===== src/rtl/disp_tgen_pkg.sv =====
package disp_tgen_pkg;

  localparam int ADDR_W = 3;

  typedef enum logic [ADDR_W-1:0] {
    A_CTRL   = 3'd0,
    A_HSYNC  = 3'd1,
    A_HDISP  = 3'd2,
    A_FPER   = 3'd3,
    A_VSW    = 3'd4,
    A_VSTART = 3'd5,
    A_VEND   = 3'd6,
    A_FILL   = 3'd7
  } reg_addr_e;

endpackage


===== src/rtl/disp_tgen_regs.sv =====
module disp_tgen_regs
  import disp_tgen_pkg::*;
#(
  parameter int HW = 16,
  parameter int FW = 32,
  parameter int CW = 24,
  parameter int DW = 32,
  parameter logic [CW-1:0] FILL_RST = CW'('hFF)
) (
  input  logic              clk,
  input  logic              rst_n,
  input  logic              wr_en,
  input  logic [ADDR_W-1:0] wr_addr,
  input  logic [DW-1:0]     wr_data,
  input  logic              frame_wrap,
  output logic              en,
  output logic              act_emb,
  output logic [HW-1:0]     act_hper,
  output logic [HW-1:0]     act_hsw,
  output logic [HW-1:0]     act_hfirst,
  output logic [HW-1:0]     act_hlast,
  output logic [FW-1:0]     act_fper,
  output logic [FW-1:0]     act_vsw,
  output logic [FW-1:0]     act_vstart,
  output logic [FW-1:0]     act_vend,
  output logic [CW-1:0]     act_fill
);

  localparam int HI_LSB = DW / 2;

  logic          en_q, en_d;
  logic          sh_emb_q, sh_emb_d;
  logic [HW-1:0] sh_hper_q, sh_hper_d, sh_hsw_q, sh_hsw_d;
  logic [HW-1:0] sh_hfirst_q, sh_hfirst_d, sh_hlast_q, sh_hlast_d;
  logic [FW-1:0] sh_fper_q, sh_fper_d, sh_vsw_q, sh_vsw_d;
  logic [FW-1:0] sh_vstart_q, sh_vstart_d, sh_vend_q, sh_vend_d;
  logic [CW-1:0] sh_fill_q, sh_fill_d;
  logic          load;

  always_comb begin
    en_d        = en_q;
    sh_emb_d    = sh_emb_q;
    sh_hper_d   = sh_hper_q;
    sh_hsw_d    = sh_hsw_q;
    sh_hfirst_d = sh_hfirst_q;
    sh_hlast_d  = sh_hlast_q;
    sh_fper_d   = sh_fper_q;
    sh_vsw_d    = sh_vsw_q;
    sh_vstart_d = sh_vstart_q;
    sh_vend_d   = sh_vend_q;
    sh_fill_d   = sh_fill_q;
    if (wr_en) begin
      case (reg_addr_e'(wr_addr))
        A_CTRL: begin
          en_d     = wr_data[0];
          sh_emb_d = wr_data[1];
        end
        A_HSYNC: begin
          sh_hper_d = wr_data[HI_LSB +: HW];
          sh_hsw_d  = wr_data[0 +: HW];
        end
        A_HDISP: begin
          sh_hlast_d  = wr_data[HI_LSB +: HW];
          sh_hfirst_d = wr_data[0 +: HW];
        end
        A_FPER:   sh_fper_d   = wr_data[0 +: FW];
        A_VSW:    sh_vsw_d    = wr_data[0 +: FW];
        A_VSTART: sh_vstart_d = wr_data[0 +: FW];
        A_VEND:   sh_vend_d   = wr_data[0 +: FW];
        A_FILL:   sh_fill_d   = wr_data[0 +: CW];
        default:  ;
      endcase
    end
  end

  // Shadow copy moves to the working copy when idle or at frame end.
  assign load = !en_q || frame_wrap;

  always_ff @(posedge clk or negedge rst_n) begin
    if (!rst_n) begin
      en_q        <= 1'b0;
      sh_emb_q    <= 1'b0;
      sh_hper_q   <= '0;
      sh_hsw_q    <= '0;
      sh_hfirst_q <= '0;
      sh_hlast_q  <= '0;
      sh_fper_q   <= '0;
      sh_vsw_q    <= '0;
      sh_vstart_q <= '0;
      sh_vend_q   <= '0;
      sh_fill_q   <= FILL_RST;
    end else if (wr_en) begin
      en_q        <= en_d;
      sh_emb_q    <= sh_emb_d;
      sh_hper_q   <= sh_hper_d;
      sh_hsw_q    <= sh_hsw_d;
      sh_hfirst_q <= sh_hfirst_d;
      sh_hlast_q  <= sh_hlast_d;
      sh_fper_q   <= sh_fper_d;
      sh_vsw_q    <= sh_vsw_d;
      sh_vstart_q <= sh_vstart_d;
      sh_vend_q   <= sh_vend_d;
      sh_fill_q   <= sh_fill_d;
    end
  end

  always_ff @(posedge clk or negedge rst_n) begin
    if (!rst_n) begin
      act_emb    <= 1'b0;
      act_hper   <= '0;
      act_hsw    <= '0;
      act_hfirst <= '0;
      act_hlast  <= '0;
      act_fper   <= '0;
      act_vsw    <= '0;
      act_vstart <= '0;
      act_vend   <= '0;
      act_fill   <= FILL_RST;
    end else if (load) begin
      act_emb    <= sh_emb_q;
      act_hper   <= sh_hper_q;
      act_hsw    <= sh_hsw_q;
      act_hfirst <= sh_hfirst_q;
      act_hlast  <= sh_hlast_q;
      act_fper   <= sh_fper_q;
      act_vsw    <= sh_vsw_q;
      act_vstart <= sh_vstart_q;
      act_vend   <= sh_vend_q;
      act_fill   <= sh_fill_q;
    end
  end

  assign en = en_q;

endmodule


===== src/rtl/disp_tgen_cnt.sv =====
module disp_tgen_cnt #(
  parameter int HW = 16,
  parameter int FW = 32
) (
  input  logic          clk,
  input  logic          rst_n,
  input  logic          en,
  input  logic [HW-1:0] hper,
  input  logic [FW-1:0] fper,
  output logic [HW-1:0] hcnt,
  output logic [FW-1:0] fcnt,
  output logic          frame_wrap
);

  logic [HW-1:0] hcnt_q, hcnt_d;
  logic [FW-1:0] fcnt_q, fcnt_d;
  logic          line_end, frame_end;

  // Extra bit keeps the +1 from wrapping at the top of the range.
  assign line_end  = ({1'b0, hcnt_q} + 1'b1) >= {1'b0, hper};
  assign frame_end = ({1'b0, fcnt_q} + 1'b1) >= {1'b0, fper};
  assign frame_wrap = en && frame_end;

  always_comb begin
    hcnt_d = hcnt_q;
    fcnt_d = fcnt_q;
    if (!en || frame_end) begin
      hcnt_d = '0;
      fcnt_d = '0;
    end else begin
      fcnt_d = fcnt_q + 1'b1;
      hcnt_d = line_end ? '0 : hcnt_q + 1'b1;
    end
  end

  always_ff @(posedge clk or negedge rst_n) begin
    if (!rst_n) begin
      hcnt_q <= '0;
      fcnt_q <= '0;
    end else begin
      hcnt_q <= hcnt_d;
      fcnt_q <= fcnt_d;
    end
  end

  assign hcnt = hcnt_q;
  assign fcnt = fcnt_q;

endmodule


===== src/rtl/disp_tgen_dec.sv =====
module disp_tgen_dec #(
  parameter int HW = 16,
  parameter int FW = 32,
  parameter int CW = 24
) (
  input  logic          clk,
  input  logic          rst_n,
  input  logic          en,
  input  logic          emb,
  input  logic [HW-1:0] hcnt,
  input  logic [FW-1:0] fcnt,
  input  logic [HW-1:0] hper,
  input  logic [HW-1:0] hsw,
  input  logic [HW-1:0] hfirst,
  input  logic [HW-1:0] hlast,
  input  logic [FW-1:0] vsw,
  input  logic [FW-1:0] vstart,
  input  logic [FW-1:0] vend,
  input  logic [CW-1:0] fill,
  input  logic          src_valid,
  input  logic [CW-1:0] src_pix,
  output logic          hs,
  output logic          vs,
  output logic          de,
  output logic [CW-1:0] pix
);

  localparam int EW = FW + 2;

  logic [EW-1:0] v_lo, v_hi, f_lhs;
  logic          h_in, v_in;
  logic          hs_d, vs_d, de_d;
  logic [CW-1:0] pix_d;
  logic          hs_q, vs_q, de_q;
  logic [CW-1:0] pix_q;

  // The front-porch trim is moved to the left side of the compare,
  // so the end bound never goes below zero.
  always_comb begin
    v_lo  = EW'(vstart) + (emb ? EW'(hfirst) : '0);
    v_hi  = EW'(vend) + (emb ? (EW'(hlast) + EW'(1)) : '0);
    f_lhs = EW'(fcnt) + (emb ? EW'(hper) : '0);
    h_in  = (hcnt >= hfirst) && (hcnt <= hlast);
    v_in  = (EW'(fcnt) >= v_lo) && (f_lhs <= v_hi);
    hs_d  = en && (hcnt < hsw);
    vs_d  = en && (fcnt < vsw);
    de_d  = en && h_in && v_in;
    pix_d = de_d ? (src_valid ? src_pix : fill) : '0;
  end

  always_ff @(posedge clk or negedge rst_n) begin
    if (!rst_n) begin
      hs_q  <= 1'b0;
      vs_q  <= 1'b0;
      de_q  <= 1'b0;
      pix_q <= '0;
    end else begin
      hs_q  <= hs_d;
      vs_q  <= vs_d;
      de_q  <= de_d;
      pix_q <= pix_d;
    end
  end

  assign hs  = hs_q;
  assign vs  = vs_q;
  assign de  = de_q;
  assign pix = pix_q;

endmodule


===== src/rtl/disp_tgen.sv =====
module disp_tgen
  import disp_tgen_pkg::*;
#(
  parameter int HW = 16,
  parameter int FW = 32,
  parameter int CW = 24,
  parameter int DW = 32
) (
  input  logic              clk,
  input  logic              rst_n,
  input  logic              wr_en,
  input  logic [ADDR_W-1:0] wr_addr,
  input  logic [DW-1:0]     wr_data,
  input  logic              src_valid,
  input  logic [CW-1:0]     src_pix,
  output logic              hsync_o,
  output logic              vsync_o,
  output logic              de_o,
  output logic [CW-1:0]     pix_o
);

  logic          en, act_emb, frame_wrap;
  logic [HW-1:0] act_hper, act_hsw, act_hfirst, act_hlast, hcnt;
  logic [FW-1:0] act_fper, act_vsw, act_vstart, act_vend, fcnt;
  logic [CW-1:0] act_fill;

  disp_tgen_regs #(.HW(HW), .FW(FW), .CW(CW), .DW(DW)) u_regs (
    .clk        (clk),
    .rst_n      (rst_n),
    .wr_en      (wr_en),
    .wr_addr    (wr_addr),
    .wr_data    (wr_data),
    .frame_wrap (frame_wrap),
    .en         (en),
    .act_emb    (act_emb),
    .act_hper   (act_hper),
    .act_hsw    (act_hsw),
    .act_hfirst (act_hfirst),
    .act_hlast  (act_hlast),
    .act_fper   (act_fper),
    .act_vsw    (act_vsw),
    .act_vstart (act_vstart),
    .act_vend   (act_vend),
    .act_fill   (act_fill)
  );

  disp_tgen_cnt #(.HW(HW), .FW(FW)) u_cnt (
    .clk        (clk),
    .rst_n      (rst_n),
    .en         (en),
    .hper       (act_hper),
    .fper       (act_fper),
    .hcnt       (hcnt),
    .fcnt       (fcnt),
    .frame_wrap (frame_wrap)
  );

  disp_tgen_dec #(.HW(HW), .FW(FW), .CW(CW)) u_dec (
    .clk       (clk),
    .rst_n     (rst_n),
    .en        (en),
    .emb       (act_emb),
    .hcnt      (hcnt),
    .fcnt      (fcnt),
    .hper      (act_hper),
    .hsw       (act_hsw),
    .hfirst    (act_hfirst),
    .hlast     (act_hlast),
    .vsw       (act_vsw),
    .vstart    (act_vstart),
    .vend      (act_vend),
    .fill      (act_fill),
    .src_valid (src_valid),
    .src_pix   (src_pix),
    .hs        (hsync_o),
    .vs        (vsync_o),
    .de        (de_o),
    .pix       (pix_o)
  );

endmodule


===== config.mk =====
export PLATFORM = sky130hd
export DESIGN_NAME = disp_tgen
export DESIGN_NICKNAME = d
export VERILOG_FILES = /design/src/rtl/disp_tgen_pkg.sv /design/src/rtl/disp_tgen_regs.sv /design/src/rtl/disp_tgen_cnt.sv /design/src/rtl/disp_tgen_dec.sv /design/src/rtl/disp_tgen.sv
export SDC_FILE = /design/constraint.sdc
export NUM_CORES = 1
export LEC_CHECK = 0
export ABC_AREA = 1
export BUFFER_PORTS_ARGS = -buffer_cell sky130_fd_sc_hd__buf_2
export CELL_PAD_IN_SITES_DETAIL_PLACEMENT = 1
export CELL_PAD_IN_SITES_GLOBAL_PLACEMENT = 1
export CORE_UTILIZATION = 40
export CTS_CLUSTER_SIZE = 28
export DETAILED_ROUTE_END_ITERATION = 6
export HOLD_SLACK_MARGIN = 0.03
export PLACE_DENSITY_LB_ADDON = 0.1
export SLEW_MARGIN = 20
export SYNTH_ARGS = -nofsm -noshare
export SYNTH_HDL_FRONTEND = slang
export SYNTH_HIERARCHICAL = 1
export SYNTH_SLANG_ARGS = --single-unit

===== constraint.sdc =====
create_clock -name clk -period 6.2 [get_ports clk]
set_input_delay 1.86 -clock clk [delete_from_list [all_inputs] [get_ports clk]]
set_output_delay 1.86 -clock clk [all_outputs]
set_load 0.01 [all_outputs]

==> qor.yml, run 1 <==
layout:
  final_nets: 4200
  multi_input_area_sq_um: 15200
  ff_latch_area_sq_um: 12800
  synthToLayoutAreaGrowth_pct: 11.7
  fillers: 9134
  design_area_sq_um: 33500
  drive_gt1_frac: 0.0822
  utilization: 0.451
floorplan:
  coreArea_sq_um: 74300
  ios: 90
  die_x_um: 276
  die_y_um: 276
  fp-row-count: 100
  dieArea_sq_um: 76100
  initial_core_util: 0.404
drt:
  via_per_inst: 5.27
  dr.pass1.iters: 5
  totalWireLength_um: 106000
  drc_errors: 0
  drtIter0Drc: 1803
  wl_per_cell_um: 21.7
  antenna_left: 0
  vias: 25872
grt:
  overflow: 0
  grt_pass1_wl_um: 161000
  grt_usage: 0.282
  busiest_layer: "met2"
  antenna_found_initial: 4
  grt_start_max_net_pins: 166
  grt_pass1_vias: 26383
  use_met2: 0.454
  met1_usage: 0.398
  use_met3: 0.0385
synth:
  syn_inst: 3838
  syn_area_sq_um: 30000
  ys_seq_elements: 510
  synth_top_area_share: 0.412
  yosysTopAreaCell: "dfrtp_1"
  synth_area_leaders: "dfrtp_1 (41%), nand2_1 (18%), ha_1 (10%)"
  synth_warnings: 6
  ys_async_sr_fraction: 1.00
  ys_types: 58
  synth-edff-count: 0
  synthFlopType: "dfrtp_1"
  synth-seq-area-share: 0.426
  syn_nets: 4147
  syn_avg_cell_area_sq_um: 7.81
timing:
  fin_tns_setup_ps: 0
  setup_slack_ps: 700
  holdWs_ps: 463
  max_freq_mhz: 182
  rsz0062_at_grt: "false"
  tightest_slew_ps: 1110
  fin_crit_sh: 0.887
  finalCriticalPeriod_ps: 5500
  finalClockSkew_ps: 28.1
  setup_viol: 0
  slew_headroom: 0.261
  hold_viol: 0
  slew_violations: 0
clock_tree:
  cts_made_buffers: 60
  htree_levels: 2
  cts-root-buf: "clkbuf_16"
  clockBufferDepth: 3
  path_clk_slew_ps: 60
  cts.sinks: 510
  cts_tree: "yes"
  insertion_delay_ps: 660
  cts_setup_buffers: 0
min_path:
  hold_class: "flip-flop to flip-flop"
critical_path:
  end_kind: "flip-flop"
  critPathLaunchType: "flip-flop"
  path_max_fanout: 13
  crit_path_max_incr_delay_ps: 450
  path_class: "flip-flop to flip-flop"
  crit_required_ps: 6770
  path_buf_inv: 2
  cp_slowest_cell: "dfrtp_1"
  cp.arrival_ps: 6070
  critPathTopFamily: "simple AND/OR/NAND/NOR gates"
  crit_top_cell: "nand2_1"
place:
  dp_slack_ps: 617
  port-buffer-count: 89
  dp.final_hpwl_um: 72700
  dpl_cell_area_sq_um: 31500
  gp_congestion: 0.881
pwr:
  ir_drop_uv: 264
  power_density_nw_per_um2: 333
  power_leakage_nw: 18.0
outcome:
  outcome: "finished clean"
flow_run:
  drv_cap: 0
## metrics by stage
stage	power (W)	cells
2_1_floorplan	0.00643	3838
3_3_place_gp	0.00743	4797
3_5_place_dp	0.00752	4797
4_1_cts	0.0112	4908
5_1_grt	0.0118	4909
6_report	0.0111	4912
## worst reg2reg max path, delay by kind of cell (launching register included)
family,cells,cell delay (ps)
buffers and inverters,2,140
adder cells (fa/ha/maj),3,870
AO/OA/AOI/OAI,4,480
flip-flops,1,450
AND/OR/NAND/NOR,21,3320
XOR/XNOR,1,170
## cell usage after synthesis, drive strengths merged (4+ instances only)
master     n
o21a       6
a21o      10
a21oi    151
nand3b     6
and3       4
dfstp     16
o211ai     5
a21boi     6
buf       80
nand3    383
xor2      76
nand4     56
o21ai     65
nor4      16
nand2   1417
ha       243
o31ai      5
clkbuf    61
nor2     239
mux2i     24
xnor2     45
dfrtp    494
inv      357
o21bai    11
nor3      39
## routing by layer
layer / vias to the layer above / part of all wire
li1: 12431 / -
met1: 12867 / 0.47
met2: 463 / 0.46
met3: 111 / 0.045
met4: 0 / 0.023
met5: - / 0
## layout by cell type, fill, tap and decap left out, types with 4 or more instances in the layout
cell and n:
inv_1 353, clkbuf_16 60, o21a_1 6, nor4_1 16, xnor2_1 45, o31ai_1 5, nand2_2 13, a21o_1 10
nor2_4 29, xor2_1 76, buf_2 88, o211ai_1 5, a21boi_0 4, nor3_1 37, clkbuf_8 10, and3_1 4
clkbuf_1 25, nand2_1 1401, bufinv_16 5, o21bai_1 11, a21oi_1 148, nor2_1 183, mux2i_1 24, buf_12 10
o21ai_0 61, dfstp_2 16, nand3_4 4, nor2_2 26, dfrtp_1 493, ha_1 243, nand3b_1 6, nand4_1 55
buf_4 32, nand3_1 379
## repair_timing
action	CTS	global route
hold buffers	0	0
setup endpoints to repair	0	5
endpoints found under the hold margin	0	0
resized for setup	0	2
## cell type report
cell class                 instances  area share
antenna                            3    0.000224
inverter                         359      0.0404
multi-input combinational       2829       0.455
timing repair buffer             131      0.0267
tap                              969      0.0362
clock inverter                    16     0.00814
clock buffer                      95      0.0517
sequential                       510       0.382
## sequential cells by signal, indices dropped and copies added (netlist names), 24 cells and up
name                flops
u_regs/act_vend        32
u_cnt/fcnt             32
u_regs/act_fill        24
u_regs/sh_vsw_q        32
u_dec/pix              24
u_regs/act_fper        32
u_regs/act_vstart      32
u_regs/sh_fper_q       32
u_regs/sh_vstart_q     32
u_regs/act_vsw         32
u_regs/sh_vend_q       32
u_regs/sh_fill_q       24
## path summary, 6_finish.rpt
| kind | depth (start not counted) | endpoint | slack [ps] | from |
|---|---|---|---|---|
| setup / recovery | 31 | u_dec/pix[3]$_DFF_PN0_ | 700 | u_regs/act_hlast[0]$_DFFE_PN0P_ |
| hold / removal | 2 | u_regs/act_vstart[11]$_DFFE_PN0P_ | 460 | u_regs/sh_vstart_q[11]$_DFFE_PN0P_ |
| setup reg to reg | 31 | u_dec/pix[3]$_DFF_PN0_ | 700 | u_regs/act_hlast[0]$_DFFE_PN0P_ |
| hold reg to reg | 2 | u_regs/act_vstart[11]$_DFFE_PN0P_ | 460 | u_regs/sh_vstart_q[11]$_DFFE_PN0P_ |
| max in group asynchronous | 2 | u_regs/sh_vsw_q[30]$_DFFE_PN0P_ | 3880 | rst_n |
| min in group asynchronous | 1 | u_cnt/hcnt[10]$_DFF_PN0_ | 1190 | rst_n |
## logic make-up (layout without fill, tap and decap cells)
family,after synthesis,in the layout,share of synthesized area
flops,510,510,0.426
xor+xnor,121,121,0.0353
compound gates,271,271,0.0508
simple gates,2166,2167,0.309
buf+inv,500,601,0.0677
other cells,0,3,0
mux,24,24,0.00801
fa+ha+maj,246,246,0.103
## power by group
part / internal (W) / switching, W
clock network: 0.00213 / 0.00152
logic: 0.000987 / 0.00194
registers: 0.00402 / 0.000541
total: 0.00714 / 0.00400
Note: power is estimated with default switching activity, not from simulation.
==> run 2, diff against run 1 <==
RECOVER_POWER = 100   (was not set)
==> run 2 against run 1 <==
  * The run now ends with capacitance limit, slew limit left
  * Utilization decreased by 0.46 points
  * First-iteration DRC count increased by 3.1%
  * Sequential power about the same
  * Routed wire length about the same
  * Non-clock buffer count unchanged
  * Register-to-register slack got worse by 240 ps
  * Largest cell class unchanged
==> qor.yml, run 2 (same netlist as run 1, synthesis figures left out) <==
outcome:
  outcome: "complete, but fails checks"
  violations: "capacitance limit, slew limit"
timing:
  tightest_slew_ps: 4010
  slew_headroom: -1.67
  fin_tns_setup_ps: 0
  hold_viol: 0
  finalCriticalPeriod_ps: 5800
  finalClockSkew_ps: 31.2
  max_freq_mhz: 173
  rsz0062_at_grt: "false"
  slew_violations: 829
  fin_crit_sh: 0.935
  holdWs_ps: 461
  setup_viol: 0
clock_tree:
  cts_made_buffers: 60
  cts_setup_buffers: 0
  cts_tree: "yes"
  insertion_delay_ps: 660
  clockBufferDepth: 3
  cts.sinks: 510
  cts-root-buf: "clkbuf_16"
  htree_levels: 2
  postCtsHoldBufs: 0
  path_clk_slew_ps: 60
layout:
  final_nets: 4200
  instances_no_fill: 4912
  drive_gt1_frac: 0.0660
  synthToLayoutAreaGrowth_pct: 10.6
  final_common_cell: "nand2_1"
  final_cell_mix: "nand2_1 (1401), dfrtp_1 (494), nand3_1 (380), inv_1 (354), ha_1 (243)"
drt:
  via_per_inst: 5.27
  totalWireLength_um: 106000
  drc_errors: 0
  antenna_left: 0
  wl_per_cell_um: 21.7
  vias: 25891
  drtIter0Drc: 1859
  dr.pass1.iters: 5
grt:
  overflow: 0
  grt_pass1_wl_um: 161000
  grt_start_max_net_pins: 166
  grt_pass1_vias: 26383
  antenna_found_initial: 4
  grt_usage: 0.282
min_path:
  hold_class: "flip-flop to flip-flop"
flow_run:
  drv_cap: 14
floorplan:
  ios: 90
  die_x_um: 276
  coreArea_sq_um: 74300
  dieArea_sq_um: 76100
  initial_core_util: 0.404
  die_y_um: 276
  fp-row-count: 100
place:
  gp_congestion: 0.881
  dp.final_hpwl_um: 72700
  port-buffer-count: 89
  dp_cells: 4797
critical_path:
  end_kind: "flip-flop"
  crit_required_ps: 6730
  path_class: "input pin to flip-flop"
  critPathLaunchType: "input pin"
  path_max_fanout: 67
  cp.arrival_ps: 6330
pwr:
  ir_drop_uv: 267
  power_leakage_nw: 17.8
  power_w: 0.0111
  power_density_nw_per_um2: 335
## run 2: cell count changes in the layout (fill, tap and decap cells not counted), moves of 3 or more
cell | before | now
buf_4 | 32 | 18
nor2_1 | 183 | 207
nor2_4 | 29 | 17
clkbuf_4 | 0 | 3
nor2_2 | 26 | 14
clkbuf_2 | 0 | 9
buf_12 | 10 | 2
buf_2 | 88 | 61
clkbuf_1 | 25 | 62
## run 2: final timing paths
path	startpoint	to	slack (ps)	cells past startpoint
worst max-delay path	wr_addr[2]	u_regs/sh_hper_q[7]$_DFFE_PN0P_	400	7
worst min-delay path	u_regs/sh_fper_q[31]$_DFFE_PN0P_	u_regs/act_fper[31]$_DFFE_PN0P_	460	2
worst max register to register	u_regs/en$_DFFE_PN0P_	u_dec/vs$_DFF_PN0_	460	5
worst min register to register	u_regs/sh_fper_q[31]$_DFFE_PN0P_	u_regs/act_fper[31]$_DFFE_PN0P_	460	2
max in group asynchronous	rst_n	u_regs/sh_fper_q[17]$_DFFE_PN0P_	910	2
min in group asynchronous	rst_n	u_cnt/hcnt[10]$_DFF_PN0_	1930	1
## run 2: cell type report
class	count	area, sq um
antenna	3	7.51
clock buffer	95	1730
clock inverter	16	273
fill	9172	41200
inverter	359	1350
multi-input combinational	2829	15100
sequential	510	12800
tap	969	1210
timing repair buffer	131	698
## run 2: through the flow
step / setup WS, ps / util / area (sq um)
global placement: 843 / 0.423 / 31500
floorplan: 1930 / - / 30000
finish: 405 / 0.446 / 33200
detailed placement: 617 / 0.423 / 31500
global route: 38.8 / 0.446 / 33200
CTS: 561 / 0.450 / 33500
## run 2: worst max-delay path: stages
cell and delay [ps]:
clkbuf_1 120, nor2_4 250, clkbuf_1 2410, nand2_1 740, clkbuf_2 610, nand2_1 190, nand2_1 60
## run 2: report_power, final
part           switching (W)  total [W]  internal, W
combinational        0.00193    0.00290     0.000972
sequential          0.000541    0.00456      0.00402
clock                0.00152    0.00365      0.00213
## run 2: layer usage
metal / up-vias / wire [um] / global-route usage
met5: - / 0 / 0
met4: 0 / 2430 / 0.0693
met3: 115 / 5180 / 0.0385
met2: 487 / 49300 / 0.454
met1: 12862 / 49500 / 0.398
li1: 12427 / - / -
## run 2: what timing repair did
| item | 4_1_cts | 5_1_grt |
|---|---|---|
| gates resized for setup | 0 | 2 |
| endpoints found under the hold margin | 0 | 0 |
| setup endpoints to repair | 0 | 5 |
